`src/rtl/ctmr_pkg.sv`:
```
package ctmr_pkg;
    localparam int CW    = 8;
    localparam int SEL_W = 3;

    localparam logic [SEL_W-1:0] SEL_STOP = 3'b000;
    localparam logic [SEL_W-1:0] SEL_LINK = 3'b100;

    localparam logic [1:0] RG_CTRL = 2'd0;
    localparam logic [1:0] RG_STAT = 2'd1;
    localparam logic [1:0] RG_CNT  = 2'd2;
    localparam logic [1:0] RG_CMP  = 2'd3;

    typedef enum logic [1:0] {
        PIN_KEEP = 2'b00,
        PIN_LOW  = 2'b01,
        PIN_HIGH = 2'b10,
        PIN_FLIP = 2'b11
    } pin_act_e;

    typedef enum logic [1:0] {
        LINK_NONE  = 2'd0,
        LINK_WIDE  = 2'd1,
        LINK_EVENT = 2'd2
    } link_e;
endpackage

```
`src/rtl/ctmr_prescale.sv`:
```
module ctmr_prescale #(
    parameter int LOG_A = 3,
    parameter int LOG_B = 6,
    parameter int LOG_C = 13
) (
    input  logic       clk,
    input  logic       rst_n,
    output logic [3:0] tick
);
    localparam int PRE_W = LOG_C;

    typedef struct packed {
        logic [PRE_W-1:0] pre;
    } pre_st_t;

    pre_st_t st_d, st_q;

    always_comb begin
        st_d     = st_q;
        st_d.pre = st_q.pre + 1'b1;
    end

    always_ff @(posedge clk or negedge rst_n) begin
        if (!rst_n) st_q <= '0;
        else        st_q <= st_d;
    end

    assign tick[0] = 1'b0;
    for (genvar k = 1; k < 4; k++) begin : g_tap
        localparam int L = (k == 1) ? LOG_A : (k == 2) ? LOG_B : LOG_C;
        assign tick[k] = &st_q.pre[L-1:0];
    end
endmodule

```
`src/rtl/ctmr_link.sv`:
```
module ctmr_link
    import ctmr_pkg::*;
(
    input  logic [3:0]       tick,
    input  logic [SEL_W-1:0] sel0,
    input  logic [SEL_W-1:0] sel1,
    input  logic [CW-1:0]    cnt0,
    input  logic [CW-1:0]    cnt1,
    input  logic [CW-1:0]    cmp0,
    input  logic [CW-1:0]    cmp1,
    output link_e            mode,
    output logic             adv0,
    output logic             adv1,
    output logic             hit0,
    output logic             hit1,
    output logic             wrap0,
    output logic             wrap1
);
    logic          clk_en0, clk_en1;
    logic [CW-1:0] nxt0, nxt1, up_val;

    function automatic logic pick_tick(input logic [SEL_W-1:0] s, input logic [3:0] t);
        return s[SEL_W-1] ? 1'b0 : t[s[1:0]];
    endfunction

    always_comb begin
        if (sel0 == SEL_LINK)      mode = LINK_WIDE;
        else if (sel1 == SEL_LINK) mode = LINK_EVENT;
        else                       mode = LINK_NONE;

        clk_en0 = pick_tick(sel0, tick);
        clk_en1 = pick_tick(sel1, tick);
        nxt0    = cnt0 + 1'b1;
        nxt1    = cnt1 + 1'b1;
        up_val  = cnt0;

        adv0 = clk_en0;
        adv1 = clk_en1;
        hit0 = 1'b0;
        hit1 = 1'b0;

        unique case (mode)
            LINK_WIDE: begin
                adv1   = clk_en1;
                adv0   = clk_en1 && (cnt1 == '1);
                up_val = adv0 ? nxt0 : cnt0;
                hit1   = adv1 && (nxt1 == cmp1);
                hit0   = adv1 && (up_val == cmp0) && (nxt1 == cmp1);
            end
            LINK_EVENT: begin
                adv0 = clk_en0;
                hit0 = adv0 && (nxt0 == cmp0);
                adv1 = hit0;
                hit1 = adv1 && (nxt1 == cmp1);
            end
            default: begin
                hit0 = adv0 && (nxt0 == cmp0);
                hit1 = adv1 && (nxt1 == cmp1);
            end
        endcase

        wrap0 = adv0 && (cnt0 == '1);
        wrap1 = adv1 && (cnt1 == '1);
    end
endmodule

```
`src/rtl/ctmr_chan.sv`:
```
module ctmr_chan
    import ctmr_pkg::*;
(
    input  logic             clk,
    input  logic             rst_n,
    input  logic             wr_en,
    input  logic [1:0]       wr_reg,
    input  logic [CW-1:0]    wr_data,
    input  logic [1:0]       rd_reg,
    input  logic             adv,
    input  logic             hit,
    input  logic             wrap,
    output logic [SEL_W-1:0] sel,
    output pin_act_e         act,
    output logic [CW-1:0]    cnt,
    output logic [CW-1:0]    cmp,
    output logic             flag_hit,
    output logic             flag_wrap,
    output logic             pin,
    output logic [CW-1:0]    rd_val
);
    localparam int ACT_LO = SEL_W;
    localparam int PAD_W  = CW - SEL_W - 2;

    typedef struct packed {
        logic [SEL_W-1:0] sel;
        pin_act_e         act;
        logic             f_hit;
        logic             f_wrap;
        logic [CW-1:0]    cnt;
        logic [CW-1:0]    cmp;
        logic             pin;
    } chan_st_t;

    chan_st_t st_d, st_q;

    always_comb begin
        st_d = st_q;
        if (adv) st_d.cnt = st_q.cnt + 1'b1;

        if (wr_en) begin
            unique case (wr_reg)
                RG_CTRL: begin
                    st_d.sel = wr_data[SEL_W-1:0];
                    st_d.act = pin_act_e'(wr_data[ACT_LO+1:ACT_LO]);
                end
                RG_STAT: begin
                    st_d.f_hit  = st_q.f_hit  & wr_data[0];
                    st_d.f_wrap = st_q.f_wrap & wr_data[1];
                end
                RG_CNT:  st_d.cnt = wr_data;
                default: st_d.cmp = wr_data;
            endcase
        end

        if (hit) begin
            st_d.f_hit = 1'b1;
            unique case (st_q.act)
                PIN_LOW:  st_d.pin = 1'b0;
                PIN_HIGH: st_d.pin = 1'b1;
                PIN_FLIP: st_d.pin = ~st_q.pin;
                default:  st_d.pin = st_q.pin;
            endcase
        end
        if (wrap) st_d.f_wrap = 1'b1;
    end

    always_ff @(posedge clk or negedge rst_n) begin
        if (!rst_n) st_q <= '0;
        else        st_q <= st_d;
    end

    always_comb begin
        unique case (rd_reg)
            RG_CTRL: rd_val = {{PAD_W{1'b0}}, st_q.act, st_q.sel};
            RG_STAT: rd_val = {{(CW-2){1'b0}}, st_q.f_wrap, st_q.f_hit};
            RG_CNT:  rd_val = st_q.cnt;
            default: rd_val = st_q.cmp;
        endcase
    end

    assign sel       = st_q.sel;
    assign act       = st_q.act;
    assign cnt       = st_q.cnt;
    assign cmp       = st_q.cmp;
    assign flag_hit  = st_q.f_hit;
    assign flag_wrap = st_q.f_wrap;
    assign pin       = st_q.pin;

    assert_wrap_flag_R4: assert property (@(posedge clk) disable iff (!rst_n)
        wrap |=> flag_wrap);

    assert_hit_wins_R6: assert property (@(posedge clk) disable iff (!rst_n)
        hit |=> flag_hit);

    assert_pin_high_R5: assert property (@(posedge clk) disable iff (!rst_n)
        (hit && act == PIN_HIGH) |=> pin);

    assert_pin_low_R5: assert property (@(posedge clk) disable iff (!rst_n)
        (hit && act == PIN_LOW) |=> !pin);
endmodule

```
`src/rtl/cascade_timer_pair.sv`:
```
module cascade_timer_pair
    import ctmr_pkg::*;
#(
    parameter int DIV_A_LOG = 3,
    parameter int DIV_B_LOG = 6,
    parameter int DIV_C_LOG = 13
) (
    input  logic          clk,
    input  logic          rst_n,
    input  logic [2:0]    reg_addr,
    input  logic          reg_we,
    input  logic [CW-1:0] reg_wdata,
    output logic [CW-1:0] reg_rdata,
    output logic [1:0]    cmp_out
);
    localparam int NCH = 2;

    typedef struct packed {
        logic [CW-1:0] rdata;
    } top_st_t;

    top_st_t st_d, st_q;

    logic [3:0]                 tick;
    logic [NCH-1:0][SEL_W-1:0]  sel_v;
    logic [NCH-1:0][CW-1:0]     cnt_v, cmp_v, rd_v;
    pin_act_e                   act_v [NCH];
    logic [NCH-1:0]             adv_v, hit_v, wrap_v, fhit_v, fwrap_v;
    link_e                      mode;

    ctmr_prescale #(
        .LOG_A(DIV_A_LOG),
        .LOG_B(DIV_B_LOG),
        .LOG_C(DIV_C_LOG)
    ) u_pre (
        .clk  (clk),
        .rst_n(rst_n),
        .tick (tick)
    );

    ctmr_link u_link (
        .tick (tick),
        .sel0 (sel_v[0]),
        .sel1 (sel_v[1]),
        .cnt0 (cnt_v[0]),
        .cnt1 (cnt_v[1]),
        .cmp0 (cmp_v[0]),
        .cmp1 (cmp_v[1]),
        .mode (mode),
        .adv0 (adv_v[0]),
        .adv1 (adv_v[1]),
        .hit0 (hit_v[0]),
        .hit1 (hit_v[1]),
        .wrap0(wrap_v[0]),
        .wrap1(wrap_v[1])
    );

    for (genvar k = 0; k < NCH; k++) begin : g_ch
        ctmr_chan u_ch (
            .clk      (clk),
            .rst_n    (rst_n),
            .wr_en    (reg_we && (reg_addr[2] == 1'(k))),
            .wr_reg   (reg_addr[1:0]),
            .wr_data  (reg_wdata),
            .rd_reg   (reg_addr[1:0]),
            .adv      (adv_v[k]),
            .hit      (hit_v[k]),
            .wrap     (wrap_v[k]),
            .sel      (sel_v[k]),
            .act      (act_v[k]),
            .cnt      (cnt_v[k]),
            .cmp      (cmp_v[k]),
            .flag_hit (fhit_v[k]),
            .flag_wrap(fwrap_v[k]),
            .pin      (cmp_out[k]),
            .rd_val   (rd_v[k])
        );
    end

    always_comb begin
        st_d       = st_q;
        st_d.rdata = rd_v[reg_addr[2]];
    end

    always_ff @(posedge clk or negedge rst_n) begin
        if (!rst_n) st_q <= '0;
        else        st_q <= st_d;
    end

    assign reg_rdata = st_q.rdata;

    assert_upper_hold_R7: assert property (@(posedge clk) disable iff (!rst_n)
        (mode == LINK_WIDE && cnt_v[1] != '1 && !(reg_we && reg_addr == 3'b010))
        |=> $stable(cnt_v[0]));

    assert_wide_match_R8: assert property (@(posedge clk) disable iff (!rst_n)
        (mode == LINK_WIDE && hit_v[0] && !reg_we)
        |=> (cnt_v[0] == cmp_v[0] && cnt_v[1] == cmp_v[1]));

    assert_event_step_R9: assert property (@(posedge clk) disable iff (!rst_n)
        (mode == LINK_EVENT && hit_v[0] && !(reg_we && reg_addr == 3'b110))
        |=> (cnt_v[1] == $past(cnt_v[1]) + 1'b1));

    assert_wrap_seen_R4: assert property (@(posedge clk) disable iff (!rst_n)
        (wrap_v[1] && !(reg_we && reg_addr == 3'b110)) |=> (cnt_v[1] == '0));
endmodule

```
`config.mk`:
```
export PLATFORM = sky130hd
export DESIGN_NAME = cascade_timer_pair
export DESIGN_NICKNAME = d
export VERILOG_FILES = /design/src/rtl/ctmr_pkg.sv /design/src/rtl/ctmr_prescale.sv /design/src/rtl/ctmr_link.sv /design/src/rtl/ctmr_chan.sv /design/src/rtl/cascade_timer_pair.sv
export SDC_FILE = /design/constraint.sdc
export NUM_CORES = 1
export LEC_CHECK = 0
export ABC_AREA = 1
export BUFFER_PORTS_ARGS = -buffer_cell sky130_fd_sc_hd__buf_2
export CAP_MARGIN = 30
export CORE_MARGIN = 2
export CORE_UTILIZATION = 40
export CTS_CLUSTER_SIZE = 12
export DETAILED_ROUTE_END_ITERATION = 10
export REMOVE_ABC_BUFFERS = 1
export SLEW_MARGIN = 20
export SYNTH_ARGS = -nofsm -noshare
export SYNTH_HDL_FRONTEND = slang
export SYNTH_HIERARCHICAL = 1
export SYNTH_SLANG_ARGS = --single-unit
```
`constraint.sdc`:
```
create_clock -name clk -period 7.34 [get_ports clk]
set_clock_uncertainty 0.1 [all_clocks]
set_input_delay 1.101 -clock clk [delete_from_list [all_inputs] [get_ports clk]]
set_output_delay 1.101 -clock clk [all_outputs]
set_load 0.05 [all_outputs]
```
# After elaboration in Yosys (flattened, before gate mapping)
# Index checks and enable logic that the tools add are counted.
# W data, S select, Z words.
# word_totals
register_bits	69
in_bits	14
output_inout_bits	10
word_cells	115
# op_classes
n_addsub	3
n_lt_le_gt_ge	3
eq_ne	17
mux	33
n_bitwise	8
reduce_logical	35
# ops
operator	n
$mux W8	9
$pmux W8 S3	2
$mux W18	2
$eq A8 B8 Y1	3
$reduce_and A2 Y1	10
$add A8 B1 Y8 const B	2
$eq A8 B8 Y1 const B	2
$reduce_bool A2 Y1	8
$add A13 B1 Y13 const B	1
$reduce_and A13 Y1	1
$eq A2 B2 Y1 const B	6
$mux W1	12
$logic_and A1 B1 Y1	10
$eq A2 B1 Y1 const B	4
$mux W2	4
$eq A3 B3 Y1 const B	2
$lt A2 B3 Y1 const B	2
$pmux W1 S3	2
$reduce_and A6 Y1	1
$reduce_bool A3 Y1	2
$and A1 B1 Y1	4
$bmux W1 S2	2
$not A1 Y1	4
$reduce_and A3 Y1	1
other kinds (3)	3

# Logic depth before layout (Yosys ltp)
# Gate-level depths: netlist of run 1.
# logic_depth
word_depth	12
mapped_depth	22
depth_no_buf	21

# By module
# The synthesis of run 1 kept the hierarchy.
# modules_own_cells
mod	n_inst	cells_per_inst	area_each_um2	seq_area_each_um2
ctmr_chan	2	158	1239.9	600.6
ctmr_link	1	211	1009.7	0.0
ctmr_prescale	1	71	650.6	325.3
cascade_timer_pair	1	38	316.6	200.2

# Worst setup path before layout of run 1
# OpenSTA, ideal clock, no wires.
# synth_path
kind	register -> register
from	register u_pre/st_q[0] in the netlist's numbering
to	register g_ch[1].u_ch.st_q (netlist bit g_ch[1].u_ch/cnt[6])
setup_ps	77
t_arrival_ps	2188
required_time_ps	7163
setup_slack_ps	4974
path_stages_with_launch	23
path_buffers	1
period_less_slack_ps	2366
cell_sequence	dfrtp_1 -> ha_1 -> nand2_1 -> nor2_2 -> nand3_1 -> nor2_1 -> inv_1 -> nand2_1 -> o211ai_1 -> nand2_1 -> nand2_1 -> nor2_1 -> nand2_1 -> nor2_2 -> nand4_2 -> nand2_1 -> buf_4 -> nand3_2 -> nor2_2 -> nand2_1 -> nand2_1 -> nand2_1 -> a21oi_1
# synth_lines
element	line	rtl
from (decl)	ctmr_prescale.sv:16	pre_st_t st_d, st_q;
from (signal assigned)	ctmr_prescale.sv:25	else st_q <= st_d;
to (signal assigned)	ctmr_chan.sv:70	else st_q <= st_d;
to (decl)	ctmr_chan.sv:35	chan_st_t st_d, st_q;

==> results of run 1 <==
==> cell families after synthesis <==
group,share of synthesized area
other,0.0008414
flip-flops,0.3874
buffers and inverters,0.08815
AND/OR/NAND/NOR,0.3633
AO/OA/AOI/OAI,0.09012
adder cells (fa/ha/maj),0.01684
XOR/XNOR,0.04324
multiplexers,0.01011
==> layout make-up <==
| cell class | instances | area, µm² | area share |
|---|---|---|---|
| tap | 140 | 175.2 | 0.03591 |
| sequential | 69 | 1727 | 0.3539 |
| timing repair buffer | 25 | 142.6 | 0.02924 |
| clock inverter | 6 | 38.79 | 0.007951 |
| inverter | 88 | 330.3 | 0.06771 |
| multi-input combinational | 471 | 2337 | 0.4791 |
| clock buffer | 10 | 127.6 | 0.02616 |
==> metal layers <==
metal,wire length (µm),track usage
met1,5330,0.2792
met2,5137,0.3285
met3,504,0.03438
met4,155,0.06962
met5,0,0
==> placed cells by master, fill, tap and decap left out, types with 2 or more instances in the layout <==
| master | Yosys | final |
|---|---|---|
| o21ai_1 | 10 | 10 |
| o2111ai_1 | 2 | 2 |
| xor2_1 | 15 | 15 |
| xnor2_1 | 7 | 7 |
| nand2_2 | 9 | 9 |
| inv_1 | 84 | 84 |
| nand3b_1 | 5 | 5 |
| clkbuf_8 | 0 | 9 |
| nand3_1 | 44 | 44 |
| nor2_1 | 49 | 49 |
| nor2_4 | 2 | 2 |
| a31oi_1 | 4 | 4 |
| ha_1 | 6 | 6 |
| inv_2 | 3 | 3 |
| nor2_2 | 14 | 14 |
| clkinvlp_4 | 0 | 2 |
| mux2_2 | 4 | 4 |
| nand3_2 | 9 | 9 |
| nand4_1 | 8 | 8 |
| nand2_1 | 218 | 218 |
| clkinv_2 | 0 | 3 |
| o21ai_0 | 37 | 37 |
| a21oi_1 | 12 | 12 |
| o211ai_1 | 7 | 7 |
| dfrtp_1 | 69 | 69 |
| buf_2 | 2 | 23 |
==> path summary, 6_finish.rpt <==
path	end	from
max	g_ch[1].u_ch/cnt[7]	u_pre/st_q[0]
min	u_pre/st_q[12]	u_pre/st_q[12]
min in group asynchronous	g_ch[1].u_ch/act[1]	rst_n
min reg2reg	u_pre/st_q[12]	u_pre/st_q[12]
max in group asynchronous	g_ch[0].u_ch/cnt[2]	rst_n
max reg2reg	g_ch[1].u_ch/cnt[7]	u_pre/st_q[0]
==> power breakdown <==
part / internal [µW] / leakage (µW) / switching (µW) / total [µW]
Sequential: 465 / 0.000862 / 140 / 604
Combinational: 207 / 0.00154 / 363 / 570
Clock: 122 / 0.0000824 / 153 / 275
Total: 794 / 0.00248 / 656 / 1450
==> registers in the layout, summed over array words and instances, names as in the netlist <==
signal and flops:
g_ch.u_ch/cnt 16, reg_rdata 8, g_ch.u_ch/flag_wrap 2, g_ch.u_ch/cmp 16
g_ch.u_ch/flag_hit 2, g_ch.u_ch/act 4, g_ch.u_ch/sel 6, g_ch.u_ch/pin 2
u_pre/st_q 13
==> per-stage QoR <==
stage	instance area, µm²	setup WS, ns
floorplan	4394	4.960
global placement	4692	4.685
detailed placement	4692	4.588
CTS	4858	4.571
global route	4878	4.110
finish	4878	4.572
==> tightest hold or removal path: stages (launching register included) <==
cell     delay (ns)
dfrtp_1        0.35
nand2_1        0.05
nand2_1        0.05
==> out/qor.txt, run 1 <==
Status = finished, final reports clean
Min cycle time layout = 2.768 ns
Startpoint Class = register
Htree depth = 3
Via density per instance = 4.972
Mapped Area = 4457 µm²
GR Overflow Total = 0
Flop-to-flop setup slack = 4.57 ns
Syn Inst Count = 636
Top Family by Delay on Critical Path = simple AND/OR/NAND/NOR gates
Routed wire length = 11130 µm
Core ar. = 10840 µm²
Top-count cell post-synth = nand2_1
Synth cell count leaders = 218 x nand2_1, 84 x inv_1, 69 x dfrtp_1
DRC = 0
Most used cell, CP = nand2_1
#FFs+latches synth = 69
Initial antenna violation count = 0
Final number of setup-violating endpoints = 0
CTS Buffer Depth = 2
Inserted Diodes = 0
Starting Density = 0.4111
1st-pass router iterations = 7
Total CTS buffers = 9
Clock-pin slew on the worst setup and hold paths = 0.08 ns
Number of synthesized flops with an enable pin = 0
Worst Path Max Fanout = 7
Die W = 109.6 µm
Leakage power = 0.002482 µW
Port Buffers = 23
Crit path arrival time = 2.89 ns
Routed via count = 4022
Hpwl dp = 8392 µm
MaxCap Viol Count = 0
Hold_buf cts = 0
DR WL/cell = 13.76 µm
Largest net degree at the start of global routing = 70
Final Hold Fails = 0
Cell chain of the critical path = ha_1 > nand2_1 > nor2_2 > nand3_1 > nor2_1 > inv_1 > nand2_1 > o211ai_1 > nand2_1 > nand2_1 > nor2_1 > nand2_1 > nor2_2 > nand4_2 > nand2_1 > nand3_1 > nor2_1 > nand3_1 > nand2_1 > a21oi_1
Placer Congestion = 0.8752
CTS root buf = clkbuf_8
Fin. max-slew vios = 0
CP endpoint kind = register
Avg Cell Area, Syn = 7.008 µm²
Unrepaired setup endpoints after global routing = false
Global Route Usage Sum = 0.2044
Synth top area share = 0.3874
P per Cell Area = 297.1 nW/µm²
Ys async rst share = 1.000
DRT iter0 DRCs = 224
DIE AREA = 12000 µm²
Post-DRT Antenna Nets = 0
Max stage delay on crit path = 0.38 ns
Pwr Total = 1450 µW
FP Rows = 38
Vias in the first global route = 3808
Fillers = 1156
Fmax = 361.3 MHz
Yosys cell types = 35
I/O Pins = 24
Register area share after synthesis = 0.3874
Post-layout util = 0.4500
Clock Latency Late Sink = 0.35 ns
TritonCTS clock tree = done
Layout area overhead = 9.461%
Clock sinks = 69
Nets = 684
Critical Path RT = 7.47 ns
Cell taking the most area after synthesis = dfrtp_1
Die Ht = 109.6 µm
Top area cells in the synthesized netlist = dfrtp_1 39%, nand2_1 18%, inv_1 7.1%, nand3_1 4.9%, o21ai_0 4.2%
Maximum vdd drop = 0.1326 mV
R2r worst-path depth = 20
Layout cells sized above 1 = 0.1271
Primary FF master, synth = dfrtp_1
CP Depth = 20
Critical path buffers and inverters = 1
Fin Setup TNS = 0 ns
Setup bufs post-CTS = 0
Period utilization = 0.3771
DP Cell Count = 792
CP Class = reg2reg
Global-route wire length before repair = 18840 µm
Post-CTS Resized = 0
Fin cells = 809
YS warnings = 6
Critical-path top delay cell = dfrtp_1
Hold Crit Class = reg2reg
Worst hold slack = 0.3834 ns
Hold depth = 2
No activity file was read; power rests on OpenSTA's default activity.
==> run 2, diff against run 1 <==
- ABC_AREA: 1 -> 0
- clock period: 7.34 -> 2.7 ns (I/O delays scaled with it)
==> run 2 against run 1 <==
Against the previous run: the run now ends with setup timing left; sequential share of layout area fell by 2.2 points; worst hold slack got worse by 0.13 ns; wire length fell by 8.1%; via count fell by 19%; critical path type unchanged; clock power rose to 3.2 times the previous value; clock-buffer cell count rose by 1; core utilization rose by 7.9 points; sequential power rose by 140%.
==> out/qor.txt, run 2 <==
Status = complete, but fails checks
Failing checks = setup timing
Hold Crit Class = in2reg
Nets = 489
Die W = 105.0 µm
Die Ht = 105.0 µm
I/O Pins = 24
Period utilization = 1.070
Min cycle time layout = 2.890 ns
DRC = 0
Clock-pin slew on the worst setup and hold paths = 0.08 ns
Cell chain of the critical path = xnor2_2 > or3_1 > a2111o_1 > or4_4 > o21a_4 > inv_4 > nand4_1 > or3_1 > a31oi_1
Startpoint Class = register
Fin. max-slew vios = 0
Worst Path Max Fanout = 3
Avg Cell Area, Syn = 10.87 µm²
Register area = 1727 µm²
1st-pass router iterations = 4
Synth cell count leaders = 69 x dfrtp_1, 29 x nand2_1, 28 x mux2_2
CTS Buffer Depth = 2
Slew @ Worst Pin = 0.6944 ns
Maximum vdd drop = 0.3168 mV
Total CTS buffers = 9
Leakage power = 0.002288 µW
Fmax = 346.0 MHz
Placer Congestion = 0.8236
Routed wire length = 10230 µm
Vias in the first global route = 3223
Starting Density = 0.4153
Initial antenna violation count = 0
Layout cells sized above 1 = 0.3856
Top Family by Delay on Critical Path = simple AND/OR/NAND/NOR gates
Clock Latency Late Sink = 0.37 ns
Global Route Usage Sum = 0.1929
Inserted Diodes = 0
Routed via count = 3254
Critical Path RT = 2.89 ns
Top-count cell post-synth = dfrtp_1
DR WL/cell = 16.90 µm
Critical path buffers and inverters = 1
Layout area overhead = 27.43%
Clock sinks = 69
CP endpoint kind = register
Unrepaired setup endpoints after global routing = true
Post-route worst setup slack = -0.1902 ns
DIE AREA = 11020 µm²
CP Class = reg2reg
Worst rel slew slack = 0.5371
Fillers = 921
Syn Inst Count = 375
FP Rows = 36
Final number of setup-violating endpoints = 8
Ys async rst share = 1.000
Most common cell after layout, fill and taps aside = dfrtp_1
Port Buffers = 23
Final Hold Fails = 0
Htree depth = 3
Yosys cell types = 52
Largest net degree at the start of global routing = 47
YS warnings = 6
Synth top area share = 0.4234
Cell taking the most area after synthesis = dfrtp_1
Top area cells in the synthesized netlist = dfrtp_1 42%, mux2_2 7.7%, xor2_1 4.5%, xnor2_1 3.9%, o21ai_0 3.3%
Critical-path top delay cell = or4_4
CTS root buf = clkbuf_8
MaxCap Viol Count = 0
Core ar. = 9819 µm²
Max stage delay on crit path = 0.51 ns
Multi-input combinational cell area = 2396 µm²
DRT iter0 DRCs = 166
Most used cell, CP = or3_1
Primary FF master, synth = dfrtp_1
Global-route wire length before repair = 16420 µm
TritonCTS clock tree = done
Pwr Total = 4158 µW
Hpwl dp = 7350 µm
Mapped Area = 4078 µm²
GR Overflow Total = 0
Register area share after synthesis = 0.4234
Worst hold slack = 0.2572 ns
Post-DRT Antenna Nets = 0
Number of synthesized flops with an enable pin = 0
#FFs+latches synth = 69
Most frequent cells in the layout = 69 x dfrtp_1, 63 x buf_4, 29 x nand2_1
Via density per instance = 5.379
P per Cell Area = 800.3 nW/µm²
Crit path arrival time = 3.08 ns
-- run 2: worst paths after layout --
kind	startpoint	to	slack (ns)	cells past startpoint
max	g_ch[0].u_ch/cmp[7]	g_ch[1].u_ch/cnt[6]	-0.19	9
min	reg_wdata[6]	g_ch[1].u_ch/cmp[6]	0.26	2
max reg2reg	g_ch[0].u_ch/cmp[7]	g_ch[1].u_ch/cnt[6]	-0.19	9
min reg2reg	u_pre/st_q[12]	u_pre/st_q[12]	0.38	1
max in group asynchronous	rst_n	g_ch[1].u_ch/act[0]	1.36	3
min in group asynchronous	rst_n	reg_rdata[0]	0.49	2
-- run 2: report_power, final --
group / switching, µW / internal, µW
clock network: 403 / 468
registers: 190 / 1260
logic: 962 / 870
total: 1550 / 2600
-- run 2: layer usage --
layer / wire length (µm) / track usage / vias to the layer above
li1: - / - / 1563
met4: 231 / 0.07524 / 0
met5: 0 / 0 / -
met1: 4579 / 0.2484 / 1588
met2: 4891 / 0.3159 / 82
met3: 524 / 0.04242 / 21
-- run 2: layout make-up --
type | count | share of cell area
clock buffers | 11 | 0.02914
multi-input cells | 288 | 0.4611
repair buffers | 93 | 0.1298
well taps | 133 | 0.03203
flip-flops and latches | 69 | 0.3323
inverters | 8 | 0.006742
clock inverters | 3 | 0.008909
-- run 2: through the flow --
step / instance area (µm²) / std cells / setup WS, ns / setup TNS (ns) / util
after floorplan: 4021 / 365 / -0.4279 / -2.264 / -
after CTS: 5005 / 596 / -0.1674 / -0.7345 / 0.5097
after global routing: 5196 / 605 / -0.2738 / -1.701 / 0.5292
after detailed placement: 4758 / 580 / -0.2282 / -1.208 / 0.4846
after global placement: 4758 / 580 / -0.2243 / -1.158 / 0.4846
final: 5196 / 605 / -0.1902 / -0.6616 / 0.5292
-- run 2: cells by family after synthesis --
kind of cell	Yosys count	synth area share
compound gates	59	0.09052
fa+ha+maj	6	0.01841
other cells	1	0.0009196
buf+inv	18	0.02117
mux	55	0.1731
flops	69	0.4234
xor+xnor	39	0.08377
simple gates	128	0.1887
-- run 2: timing repair --
action | 4_1_cts | 5_1_grt
pin swaps | 4 | 9
gates resized for setup | 10 | 26
hold buffers | 1 | 0
endpoints found under the setup margin | 12 | 15
buffers inserted | 2 | 9
endpoints found under the hold margin | 23 | 0
cloned | 0 | 0
-- run 2: worst reg2reg max path, delay by kind of cell, from the launching register on --
kind	cells	cell delay, ns
AO/OA/AOI/OAI	3	0.79
XOR/XNOR	1	0.15
buffers and inverters	1	0.06
flip-flops	1	0.41
AND/OR/NAND/NOR	4	1.31
==> run 3, diff against run 2 <==
- SETUP_SLACK_MARGIN: unset -> 0.1
==> run 3 against run 2 <==
Against the previous run: the flow still finishes with violations (setup timing); first-iteration DRC count decreased by 11%; register-to-register slack about the same; clock power barely moved; combinational power is essentially flat; sequential power hardly changed; design area fell by 0.48%; non-clock buffer count fell by 2; critical path type unchanged; critical endpoint unchanged; highest routed layer unchanged.
==> out/qor.txt, run 3 (synthesis results as in run 2) <==
Final Hold Fails = 0
CP Depth = 9
Worst Path Max Fanout = 3
DP Area = 4758 µm²
Critical Path RT = 2.89 ns
Placer Congestion = 0.8236
FP Rows = 36
Hold Crit Class = in2reg
Fin Setup TNS = -1.094 ns
DIE AREA = 11020 µm²
Routed via count = 3258
Critical path buffers and inverters = 1
Post-DRT Antenna Nets = 0
Fillers = 927
Port Buffers = 23
Critical-path top delay cell = or4_4
Slew @ Worst Pin = 0.6941 ns
Clock sinks = 69
Flop-to-flop setup slack = -0.19 ns
Routed wire length = 10230 µm
Leakage power = 0.002281 µW
Unrepaired setup endpoints after global routing = true
Starting Density = 0.4153
Initial antenna violation count = 0
Status = complete, but fails checks
Startpoint Class = register
Clock-pin slew on the worst setup and hold paths = 0.08 ns
Nets = 487
CP Launch Point = g_ch[0].u_ch/cnt[7]
Post-layout util = 0.5266
Most frequent cells in the layout = 69 x dfrtp_1, 63 x buf_4, 28 x nand2_1, 28 x mux2_2, 23 x buf_2
DRT iter0 DRCs = 148
CTS Buffer Depth = 2
Total CTS buffers = 9
R2r worst-path depth = 9
Period utilization = 1.070
Inserted Diodes = 0
Die Ht = 105.0 µm
TritonCTS clock tree = done
Final instance area = 5171 µm²
Top Family by Delay on Critical Path = simple AND/OR/NAND/NOR gates
DRC = 0
Global Route Usage Sum = 0.1933
Failing checks = setup timing
Worst rel slew slack = 0.5373
P per Cell Area = 808.6 nW/µm²
Worst r2r src = g_ch[0].u_ch/cnt[7]
1st-pass router iterations = 4
CP Class = reg2reg
GR Overflow Total = 0
CTS root buf = clkbuf_8
Cell chain of the critical path = xnor2_2 > or3_1 > a2111o_1 > or4_4 > o21a_4 > inv_4 > nand4_1 > or3_1 > a31oi_1
I/O Pins = 24
Core ar. = 9819 µm²
Most used cell, CP = or3_1
Vias in the first global route = 3273
Layout area overhead = 26.82%
Global-route wire length before repair = 16460 µm
RR Endpoint = g_ch[1].u_ch/cnt[6]
Fin. max-slew vios = 0
Layout cells sized above 1 = 0.3787
Worst setup path end = g_ch[1].u_ch/cnt[6]
Largest net degree at the start of global routing = 47
DR WL/cell = 16.96 µm
Htree depth = 3
Most common cell after layout, fill and taps aside = dfrtp_1
Min cycle time layout = 2.888 ns
Max stage delay on crit path = 0.50 ns
Worst slack at placement = -0.2282 ns
Clock Latency Late Sink = 0.37 ns
Final number of setup-violating endpoints = 9
Die W = 105.0 µm
Maximum vdd drop = 0.3155 mV
CP endpoint kind = register
Fmax = 346.2 MHz
MaxCap Viol Count = 0
Post-route worst setup slack = -0.1884 ns
Crit path arrival time = 3.07 ns
Via density per instance = 5.403
Hpwl dp = 7350 µm
-- run 3: worst min path at each step --
stage,cells after the start,end,from
after floorplan,0,g_ch[0].u_ch/act[0],rst_n
after global placement,1,g_ch[0].u_ch/cnt[5],rst_n
after detailed placement,1,g_ch[0].u_ch/cnt[6],rst_n
after CTS,3,g_ch[1].u_ch/cnt[6],reg_wdata[6]
after global routing,3,g_ch[1].u_ch/cnt[6],reg_wdata[6]
final,2,g_ch[1].u_ch/cmp[6],reg_wdata[6]
-- run 3: per-layer routing --
metal | track usage | wire length [µm] | vias to the layer above
met1 | 0.2468 | 4573 | 1611
met5 | 0 | 0 | -
met4 | 0.07810 | 214 | 0
met3 | 0.04242 | 477 | 17
li1 | - | - | 1559
met2 | 0.3177 | 4962 | 71
-- run 3: worst register-to-register path: stages (launching register included) --
cell and delay [ns]:
dfrtp_1 0.41, xnor2_2 0.15, or3_1 0.34, a2111o_1 0.41
or4_4 0.50, o21a_4 0.22, inv_4 0.06, nand4_1 0.13
or3_1 0.32, a31oi_1 0.16
-- run 3: power by group --
part / total [µW] / internal [µW] / leakage [µW] / switching, µW
Sequential: 1460 / 1260 / 0.000848 / 191
Combinational: 1860 / 879 / 0.00133 / 977
Clock: 870 / 468 / 0.0000975 / 402
Total: 4180 / 2610 / 0.00228 / 1570
-- run 3: through the flow --
step | total power [µW] | std cells | hold WS, ns
after floorplan | 2523 | 365 | 0.009409
after global placement | 3171 | 580 | 0.3501
after detailed placement | 3199 | 580 | 0.3467
after CTS | 4149 | 598 | 0.2424
after global routing | 4436 | 603 | 0.2475
final | 4182 | 603 | 0.2529
-- run 3: repair_timing --
item,CTS,global route
setup endpoints to repair,16,18
endpoints found under the hold margin,23,0
pin swaps,7,8
gates resized for setup,21,11
hold buffers,1,0
setup buffers,4,5
-- run 3: final cells by class --
cell class	instances	area (µm²)	share of cell area
inverters	8	32.53	0.006291
clock buffers	11	151.4	0.02928
flip-flops and latches	69	1727	0.3339
clock inverters	3	46.29	0.008952
multi-input cells	288	2396	0.4633
well taps	133	166.4	0.03218
repair buffers	91	651.9	0.1261
